<file path="src/rtl/passive_pixel_packer.sv">
module passive_pixel_packer #(
  parameter int NIB_W = 4,
  parameter int DEPTH = 2
) (
  input  logic               clk,
  input  logic               rst_n,
  input  logic               active_mode,
  input  logic               color_mode,
  input  logic               wide_bus,
  input  logic [NIB_W-1:0]   pix_in,
  input  logic               pix_valid,
  output logic               pix_ready,
  input  logic [2*NIB_W-1:0] act_data,
  input  logic               act_valid,
  input  logic               panel_take,
  output logic [2*NIB_W-1:0] panel_data,
  output logic               panel_shift_en
);
  localparam int WORD_W = 2 * NIB_W;
  localparam int AW = (DEPTH > 1) ? $clog2(DEPTH) : 1;
  localparam int CW = $clog2(DEPTH + 1);

  logic              half;
  logic [NIB_W-1:0]  hold;
  logic [WORD_W-1:0] mem [DEPTH];
  logic [AW-1:0]     wr_ptr, rd_ptr;
  logic [CW-1:0]     count;

  wire wide      = color_mode | wide_bus;
  wire full      = (count == CW'(DEPTH));
  wire empty     = (count == '0);
  wire completes = ~wide | half;
  wire accept    = pix_valid & pix_ready;
  wire push      = accept & completes;
  wire pop       = ~active_mode & panel_take & ~empty;
  wire [WORD_W-1:0] new_word = wide ? {hold, pix_in} : {{NIB_W{1'b0}}, pix_in};

  assign pix_ready      = ~active_mode & (~full | ~completes);
  assign panel_shift_en = active_mode ? act_valid : pop;
  assign panel_data     = active_mode ? act_data : (pop ? mem[rd_ptr] : '0);

  function automatic logic [AW-1:0] adv(input logic [AW-1:0] p);
    return (p == AW'(DEPTH - 1)) ? '0 : p + AW'(1);
  endfunction

  always_ff @(posedge clk) begin
    if (!rst_n || active_mode) begin
      half   <= 1'b0;
      hold   <= '0;
      wr_ptr <= '0;
      rd_ptr <= '0;
      count  <= '0;
    end else begin
      if (accept) begin
        if (completes) half <= 1'b0;
        else begin
          hold <= pix_in;
          half <= 1'b1;
        end
      end
      if (push) wr_ptr <= adv(wr_ptr);
      if (pop)  rd_ptr <= adv(rd_ptr);
      if (push && !pop)      count <= count + CW'(1);
      else if (pop && !push) count <= count - CW'(1);
    end
  end

  always_ff @(posedge clk) begin
    if (push) mem[wr_ptr] <= new_word;
  end

  assert_no_overflow_R5: assert property (@(posedge clk) disable iff (!rst_n)
    count <= CW'(DEPTH));

  assert_bypass_stall_R8: assert property (@(posedge clk) disable iff (!rst_n)
    active_mode |-> !pix_ready);

  assert_flush_R8: assert property (@(posedge clk) disable iff (!rst_n)
    active_mode |=> (count == '0) && !half);

  assert_shift_nonempty_R7: assert property (@(posedge clk) disable iff (!rst_n)
    (panel_shift_en && !active_mode) |-> (count != '0));

  assert_pair_first_R3: assert property (@(posedge clk) disable iff (!rst_n)
    (accept && wide && !half) |=> half);
endmodule

</file>
<file path="config.mk">
export PLATFORM = sky130hd
export DESIGN_NAME = passive_pixel_packer
export DESIGN_NICKNAME = d
export VERILOG_FILES = /design/src/rtl/passive_pixel_packer.sv
export SDC_FILE = /design/constraint.sdc
export NUM_CORES = 1
export LEC_CHECK = 0
export ABC_AREA = 1
export ABC_CLOCK_PERIOD_IN_PS = 3750
export BUFFER_PORTS_ARGS = -buffer_cell sky130_fd_sc_hd__buf_2
export CAP_MARGIN = 20
export CORE_MARGIN = 2
export CORE_UTILIZATION = 47
export CTS_CLUSTER_SIZE = 10
export DETAILED_ROUTE_END_ITERATION = 8
export GPL_TIMING_DRIVEN = 0
export HOLD_SLACK_MARGIN = 0.08
export PLACE_DENSITY = 0.7
export SLEW_MARGIN = 25
export SYNTH_ARGS = -nofsm -noshare
export SYNTH_HDL_FRONTEND = slang
export SYNTH_SLANG_ARGS = --single-unit
export TNS_END_PERCENT = 20
</file>
<file path="constraint.sdc">
create_clock -name clk -period 3.75 [get_ports clk]
set_clock_uncertainty 0.2 [all_clocks]
set_input_delay 0.375 -clock clk [delete_from_list [all_inputs] [get_ports clk]]
set_output_delay 0.375 -clock clk [all_outputs]
set_load 0.005 [all_outputs]
</file>
==> out/qor.yml, run 1 <==
synth_top_area_share_pct: 40.0
synth_area_leaders: "edfxtp_1 (40%), dfxtp_1 (17%), nand2_1 (9.1%)"
die-area_um2: 2980
clock_tree.buffer_depth: 2
io_buffers: 29
cts.sinks: 26
start_util_pct: 49.0
startpoint: "count[1]$_SDFFE_PP0P_"
htreeDepth: 1
grt_pass1_wl_mm: 3.26
wl_mm: 2.14
die_x_um: 54.6
status: "finished, final reports clean"
cts_tree: "done"
grt_pass1_vias: 753
seq_area_frac_synth_pct: 56.6
reg2reg_slack_ns: 1.91
finalHoldViolations: 0
fp-row-count: 18
worstPathRequired_ns: 3.17
gp_congestion: 0.692
dpl.hpwl_mm: 1.60
utilization_pct: 59.1
synthFlopType: "edfxtp_1"
async_flop_share_pct: 0
end_kind: "output pin"
r2r_end: "mem[0][0]$_DFFE_PP_"
syn_nets: 153
num-fill-cells: 230
vdd_drop_max_mv: 0.240
tightest_slew_ns: 0.688
wl_per_cell_um: 10.8
coreArea_um2: 2450
cts_resized: 0
hold_class: "in -> reg"
initialDrtViolationCount: 10
fmax_ghz: 0.519
post-route-period-util_pct: 51.4
cts_buffers: 3
setup_viol: 0
worstPathArrival_ns: 1.35
grt_use_total_pct: 15.7
power_density_nw_per_um2: 333
vias: 940
rsz0062_at_grt: "false"
p_leak_nw: 0.631
setup_tns_ns: 0
slowest_delay_ns: 0.36
fin_nets: 191
reg2reg_depth: 4
critical_path_class: "reg -> out"
path_clk_slew_ns: 0.14
netlist_area_um2: 1200
synth_top_cell_by_area: "edfxtp_1"
slowest_stage: "dfxtp_1"
drive_gt1_share_pct: 29.6
grt_overflow: 0
cts-root-buf: "clkbuf_4"
grt_max_degree: 15
finalMaxSlewViolations: 0
hp-start: "rst_n"
holdPathStages: 3
synth_most_common_cell: "nand2_1"
netlist_instances: 132
ioPinCount: 30
critical_path.endpoint: "panel_data[1]"
drc: 0
synth_edf_count: 16
area_growth_pct: 20.7
synthTopCellsByCount: "nand2_1 (29), edfxtp_1 (16), inv_1 (16)"
clk_latency_ns: 0.32
ys_seq_elements: 26
rr_startpoint: "half$_SDFFE_PP0N_"
grt_antenna_before_repair: 0
crit_fanout: 10
crit_chain: "o21ai_2 -> nor2_1 -> inv_2 -> o21ai_1 -> buf_2"
maxCapViolations: 0
yosysUniqueCellTypes: 23
syn_avg_cell_area_um2: 9.11
viasPerCell: 4.72
start_kind: "register"
yosysWarnings: 0
dieHeight_um: 54.6
postRouteAntennaNets: 0
drt-pass1-iter-count: 4
slew_headroom_pct: 53.9
final.min_clock_period_ns: 1.93
diodes: 0
## metrics by stage
stage	total power, mW	instance area (um2)	worst slack, ns	std cells	hold WS [ns]
2_1_floorplan	0.344	1200	2.09	132	0.246
3_3_place_gp	0.366	1390	1.78	191	0.259
3_5_place_dp	0.369	1390	1.72	191	0.261
4_1_cts	0.484	1450	1.82	199	0.114
5_1_grt	0.498	1450	1.74	199	0.132
6_report	0.484	1450	1.82	199	0.114
## per-layer routing
layer / global-route usage (%) / vias to the layer above / share of wire (%)
met5: 0 / - / 0
met2: 25.6 / 28 / 44
li1: - / 501 / -
met4: 7.50 / 0 / 1.6
met3: 2.73 / 4 / 5.5
met1: 20.2 / 407 / 49
## what timing repair did
item,4_1_cts,5_1_grt
setup buffers,0,0
hold buffers,4,0
endpoints found under the hold margin,8,0
## flip-flops by register name, summed over array words and instances, names as in the netlist, named ones only
name and count:
wr_ptr 1, rd_ptr 1, mem 16, hold 4, half 1, count 2
## worst min-delay path by stage
stage,to,slack (ns)
2_1_floorplan,hold[3]$_SDFFE_PP0P_,0.25
3_3_place_gp,hold[3]$_SDFFE_PP0P_,0.26
3_5_place_dp,hold[3]$_SDFFE_PP0P_,0.26
4_1_cts,hold[3]$_SDFFE_PP0P_,0.11
5_1_grt,hold[3]$_SDFFE_PP0P_,0.13
6_report,hold[3]$_SDFFE_PP0P_,0.11
## cell usage in the layout, fill, tap and decap left out, types with 2 or more instances in the layout
cell type / Yosys / layout
buf_2: 0 / 29
a21oi_1: 6 / 6
clkbuf_4: 0 / 3
o21ai_1: 15 / 15
nor2_1: 14 / 14
o21ai_0: 3 / 3
inv_1: 16 / 16
dfxtp_1: 10 / 10
nor2_2: 3 / 3
nand2_2: 3 / 3
edfxtp_1: 16 / 16
inv_2: 4 / 4
dlygate4sd3_1: 0 / 4
o21ai_2: 2 / 2
nand2_1: 29 / 29
## cell families after synthesis
logic type,after synthesis,synth area share [%]
AND/OR/NAND/NOR,54,21.6
AO/OA/AOI/OAI,27,12.2
adder cells (fa/ha/maj),1,1.04
multiplexers,1,0.832
flip-flops,26,56.6
buffers and inverters,23,7.70
## report_power, final
part	switching, mW	total, mW	internal [mW]
clock	0.0798	0.119	0.0390
combinational	0.0310	0.0558	0.0248
sequential	0.00206	0.309	0.307
## area by class of cell
type	count	area (um2)	area share, %
multi-input combinational	83	429	29.6
inverter	21	81.3	5.60
tap	30	37.5	2.59
sequential	26	681	46.9
clock buffer	3	22.5	1.55
timing repair buffer	33	185	12.8
buffer	2	11.3	0.776
clock inverter	1	3.75	0.259
## worst max-delay path: cells and delay by family (launching register included)
kind | cells | cell delay, ns
compound gates | 2 | 0.31
buf+inv | 2 | 0.30
flops | 1 | 0.36
simple gates | 1 | 0.07
(Power assumes the default switching activity.)
==> run 2, diff against run 1 <==
ABC_CLOCK_PERIOD_IN_PS = 1600   (was 3750)
CORE_UTILIZATION = 46   (was 47)
PLACE_DENSITY = 0.71   (was 0.7)
clock period = 1.6 ns   (was 3.75 ns; I/O delays follow)
==> run 2 against run 1 <==
Effect of this change:
- the flow now finishes with violations (setup timing)
- critical path depth unchanged
- worst setup slack got worse by 1.9 ns
- worst hold slack got worse by 0.10 ns
- clock power increased to 3.8 times the previous value
- count of clock-buffer cells in the layout unchanged
- first-iteration DRC count increased by 60%
- final cell count increased by 4.5%
- global-route usage increased by 1.5 points
==> out/qor.yml, run 2 (synthesis gave the netlist of run 1 again) <==
status: "finished, violations left"
failed_checks: "setup timing"
grt_pass1_wl_mm: 3.57
largest_reg_flops: 16
seq_area_um2: 691
clk_latency_ns: 0.32
die_x_um: 55.1
setup_tns_ns: -0.597
postRouteAntennaNets: 0
clock_tree.buffer_depth: 2
crit_family: "flip-flops"
vdd_drop_max_mv: 0.544
dp.cells: 191
grt_antenna_before_repair: 0
pre_cts_slack_ns: -0.225
gp_congestion: 0.730
wl_per_cell_um: 11.7
largest_register: "mem"
drive_gt1_share_pct: 34.3
placed_area_um2: 1390
diodes: 0
design_area_um2: 1620
finalMaxSlewViolations: 0
end_kind: "output pin"
hold_class: "in -> reg"
setup_viol: 12
htreeDepth: 1
grt_max_degree: 16
die-area_um2: 3040
area_growth_pct: 34.8
slowest_stage: "dfxtp_4"
fin_nets: 200
initialDrtViolationCount: 16
fin_ws_ns: -0.0912
final_cells: 208
drt-pass1-iter-count: 4
multiInputGateArea_um2: 473
reg2reg_slack_ns: -0.05
io_buffers: 29
slew_headroom_pct: 70.4
wl_mm: 2.43
grt_overflow: 0
slowest_delay_ns: 0.39
cts_hold_buf: 11
utilization_pct: 65.4
rsz0062_at_grt: "true"
path_buf_inv: 2
final_cell_mix: "nand2_1 (29), buf_2 (29), inv_1 (16), edfxtp_1 (16), o21ai_1 (15)"
cts_tree: "done"
path_clk_slew_ns: 0.14
cts.sinks: 26
post-route-period-util_pct: 106
start_kind: "register"
vias: 1005
critical_path_class: "reg -> out"
final.min_clock_period_ns: 1.69
cts-root-buf: "clkbuf_4"
coreArea_um2: 2480
worstPathArrival_ns: 1.33
dieHeight_um: 55.1
reg_top3: "mem x16, hold x4, count x2"
finalHoldViolations: 0
totalPowerFinal_mw: 1.33
grt_pass1_vias: 855
power_density_nw_per_um2: 819
maxCapViolations: 0
crit_fanout: 5
tightest_slew_ns: 0.443
crit_chain: "o21ai_4 -> nor2_4 -> clkinvlp_4 -> o21ai_1 -> buf_2"
dpl.hpwl_mm: 1.59
start_util_pct: 48.5
cts_buffers: 3
ioPinCount: 30
hold_ws_ns: 0.0133
p_leak_nw: 0.681
num-fill-cells: 210
fp-row-count: 18
fmax_ghz: 0.591
viasPerCell: 4.83
worstPathRequired_ns: 1.24
drc: 0
grt_use_total_pct: 17.2
==> run 2: cell types whose count changed in the layout (fill, tap and decap cells not counted), moves of 2 or more <==
cell,previous run,this run
dfxtp_1,10,6
dfxtp_2,0,2
dfxtp_4,0,2
dlygate4sd3_1,4,11
nor2_1,14,12
nor2_4,1,4
==> run 2: routing by layer <==
| metal | up-vias | GRT usage, % | wire [um] |
|---|---|---|---|
| li1 | 522 | - | - |
| met1 | 452 | 20.4 | 1080 |
| met2 | 27 | 30.8 | 1210 |
| met3 | 4 | 2.69 | 90 |
| met4 | 0 | 7.72 | 45 |
| met5 | - | 0 | 0 |
==> run 2: worst paths after layout <==
check                                            from                   end  depth (start not counted)
worst min-delay path                        pix_valid     half$_SDFFE_PP0N_                          4
worst min register to register   hold[3]$_SDFFE_PP0P_  hold[3]$_SDFFE_PP0P_                          2
worst max register to register  count[1]$_SDFFE_PP0P_              register                          4
worst max-delay path            count[1]$_SDFFE_PP0P_         panel_data[2]                          5
==> run 2: report_power, final <==
part           total [mW]  internal [mW]  leakage, nW  switching (mW)
clock               0.450          0.253       0.0279           0.196
sequential          0.723          0.717        0.232         0.00539
combinational       0.155         0.0735        0.421          0.0811
total                1.33           1.04        0.681           0.283
==> run 2: worst reg2reg max path: cells and delay by family, from the launching register on <==
kind                   cells  cell delay, ns
buffers and inverters      1            0.63
DFF                        1            0.38
AOI/OAI and AO/OA          3            0.38
==> run 2: layout make-up <==
class / count / area share [%]
flip-flops and latches: 26 / 42.6
multi-input cells: 83 / 29.2
repair buffers: 41 / 16.4
plain buffers: 2 / 0.695
inverters: 21 / 5.02
clock inverters: 1 / 1.85
repair inverters: 1 / 0.463
well taps: 30 / 2.32
clock buffers: 3 / 1.39
==> run 2: repair_timing <==
| item | in CTS | in global routing |
|---|---|---|
| setup buffers | 0 | 1 |
| gates resized for setup | 13 | 4 |
| gates cloned | 1 | 0 |
| endpoints found under the hold margin | 24 | 2 |
| setup endpoints to repair | 26 | 14 |
| pin swaps | 1 | 1 |
==> run 3, diff against run 2 <==
CAP_MARGIN = 10   (was 20)
SKIP_CTS_REPAIR_TIMING = 1   (was unset)
==> run 3 against run 2 <==
Effect of this change:
- the run still ends with setup timing left
- via count decreased by 4.8%
- wire length decreased by 1.5%
- largest power group unchanged
- register-to-register slack about the same
- critical path depth unchanged
- sequential power about the same
- sequential share of layout area increased by 0.92 points
==> out/qor.yml, run 3 (synthesis gave the netlist of run 1 again) <==
grt_overflow: 0
hp-start: "color_mode"
ioPinCount: 30
final.min_clock_period_ns: 1.69
holdPathStages: 3
rr_startpoint: "count[0]$_SDFFE_PP0P_"
diodes: 0
finalHoldViolations: 0
slowest_delay_ns: 0.39
die_x_um: 55.1
reg2reg_slack_ns: -0.06
cts_tree: "done"
fin_nets: 198
p_leak_nw: 0.666
finalMaxSlewViolations: 0
wl_mm: 2.39
end_kind: "output pin"
failed_checks: "setup timing"
drc: 0
post-route-period-util_pct: 105
clk_latency_ns: 0.33
rsz0062_at_grt: "true"
grt_pass1_wl_mm: 3.11
dpl.hpwl_mm: 1.59
reg_top3: "mem x16, hold x4, count x2"
switchingPower_uw: 282
num-fill-cells: 212
worstPathRequired_ns: 1.24
crit_chain: "o21ai_4 -> nor2_4 -> clkinvlp_4 -> o21ai_1 -> buf_2"
r2r_end: "mem[1][7]$_DFFE_PP_"
gp_congestion: 0.730
coreArea_um2: 2480
viasPerCell: 4.65
area_growth_pct: 31.4
pwr-share-seq_pct: 54.7
start_kind: "register"
utilization_pct: 63.8
path_clk_slew_ns: 0.15
clkPwrFrac_pct: 34.1
grt_max_degree: 16
path_buf_inv: 2
maxCapViolations: 0
cts_buffers: 3
hold_ws_ns: 0.0514
largest_reg_flops: 16
crit_fanout: 5
final_cell_mix: "nand2_1 (29), buf_2 (29), edfxtp_1 (16)"
placed_area_um2: 1390
io_buffers: 29
design_area_um2: 1580
pre_cts_slack_ns: -0.225
fin_ws_ns: -0.0869
dieHeight_um: 55.1
crit_family: "flip-flops"
cts.sinks: 26
slowest_stage: "dfxtp_4"
start_util_pct: 48.5
setup_viol: 22
hold_path_end: "mem[1][5]$_DFFE_PP_"
clock_tree.buffer_depth: 2
cts-root-buf: "clkbuf_4"
fmax_ghz: 0.593
slew_headroom_pct: 67.1
vias: 957
wl_per_cell_um: 11.6
reg2reg_depth: 4
vdd_drop_max_mv: 0.552
worstPathArrival_ns: 1.33
fp-row-count: 18
p_int_mw: 1.04
hold_class: "in -> reg"
htreeDepth: 1
drive_gt1_share_pct: 34.7
switching_share_pct: 21.3
grt_antenna_before_repair: 0
drt-pass1-iter-count: 4
power_density_nw_per_um2: 838
status: "finished, violations left"
p_comb_share_pct: 11.2
grt_pass1_vias: 735
postRouteAntennaNets: 0
tightest_slew_ns: 0.493
largest_register: "mem"
grt_use_total_pct: 15.0
critical_path_class: "reg -> out"
die-area_um2: 3040
initialDrtViolationCount: 9
==> run 3: cell count changes in the layout (fill, tap and decap cells not counted), sizes merged <==
cell,change
dlygate4sd3,-2
==> run 3: area by class of cell <==
| class | count | area [um2] | area share (%) |
|---|---|---|---|
| Sequential cell | 26 | 688 | 43.5 |
| Timing Repair inverter | 1 | 7.51 | 0.475 |
| Tap cell | 30 | 37.5 | 2.38 |
| Multi-Input combinational cell | 83 | 459 | 29.1 |
| Clock buffer | 3 | 22.5 | 1.43 |
| Buffer | 2 | 11.3 | 0.713 |
| Timing Repair Buffer | 39 | 243 | 15.4 |
| Inverter | 21 | 81.3 | 5.15 |
| Clock inverter | 1 | 30.0 | 1.90 |
==> run 3: worst min-delay path, stage by stage <==
cell    delay, ns
buf_2        0.10
nor2_2       0.08
nor2_1       0.12
==> run 3: worst max-delay path by stage <==
stage                     startpoint                    end  cells after the start
2_1_floorplan      half$_SDFFE_PP0N_    mem[0][0]$_DFFE_PP_                      4
4_1_cts            half$_SDFFE_PP0N_    mem[0][6]$_DFFE_PP_                      4
3_3_place_gp       half$_SDFFE_PP0N_    mem[0][4]$_DFFE_PP_                      4
3_5_place_dp       half$_SDFFE_PP0N_    mem[0][4]$_DFFE_PP_                      4
6_report       count[1]$_SDFFE_PP0P_          panel_data[5]                      5
5_1_grt        count[0]$_SDFFE_PP0P_  count[1]$_SDFFE_PP0P_                     10
==> run 3: power groups by stage <==
stage          registers [mW]  logic, mW  clock network (mW)
2_1_floorplan           0.739     0.0677                   0
3_3_place_gp            0.739      0.119                   0
3_5_place_dp            0.740      0.124                   0
4_1_cts                 0.724      0.124               0.450
5_1_grt                 0.725      0.165               0.470
6_report                0.724      0.148               0.452
==> run 3: stage by stage <==
| step | instances | TNS [ns] | power (mW) |
|---|---|---|---|
| 2_1_floorplan | 132 | 0 | 0.806 |
| 4_1_cts | 195 | -3.41 | 1.30 |
| 3_5_place_dp | 191 | -2.36 | 0.864 |
| 6_report | 206 | -0.896 | 1.32 |
| 3_3_place_gp | 191 | -1.72 | 0.859 |
| 5_1_grt | 206 | -3.28 | 1.36 |
==> run 3: layer usage <==
metal	global-route usage [%]	part of all wire, %	vias to the layer above
li1	-	-	515
met5	0	0	-
met4	8.54	1.8	0
met1	18.9	47	415
met3	2.42	3.8	5
met2	24.4	48	22
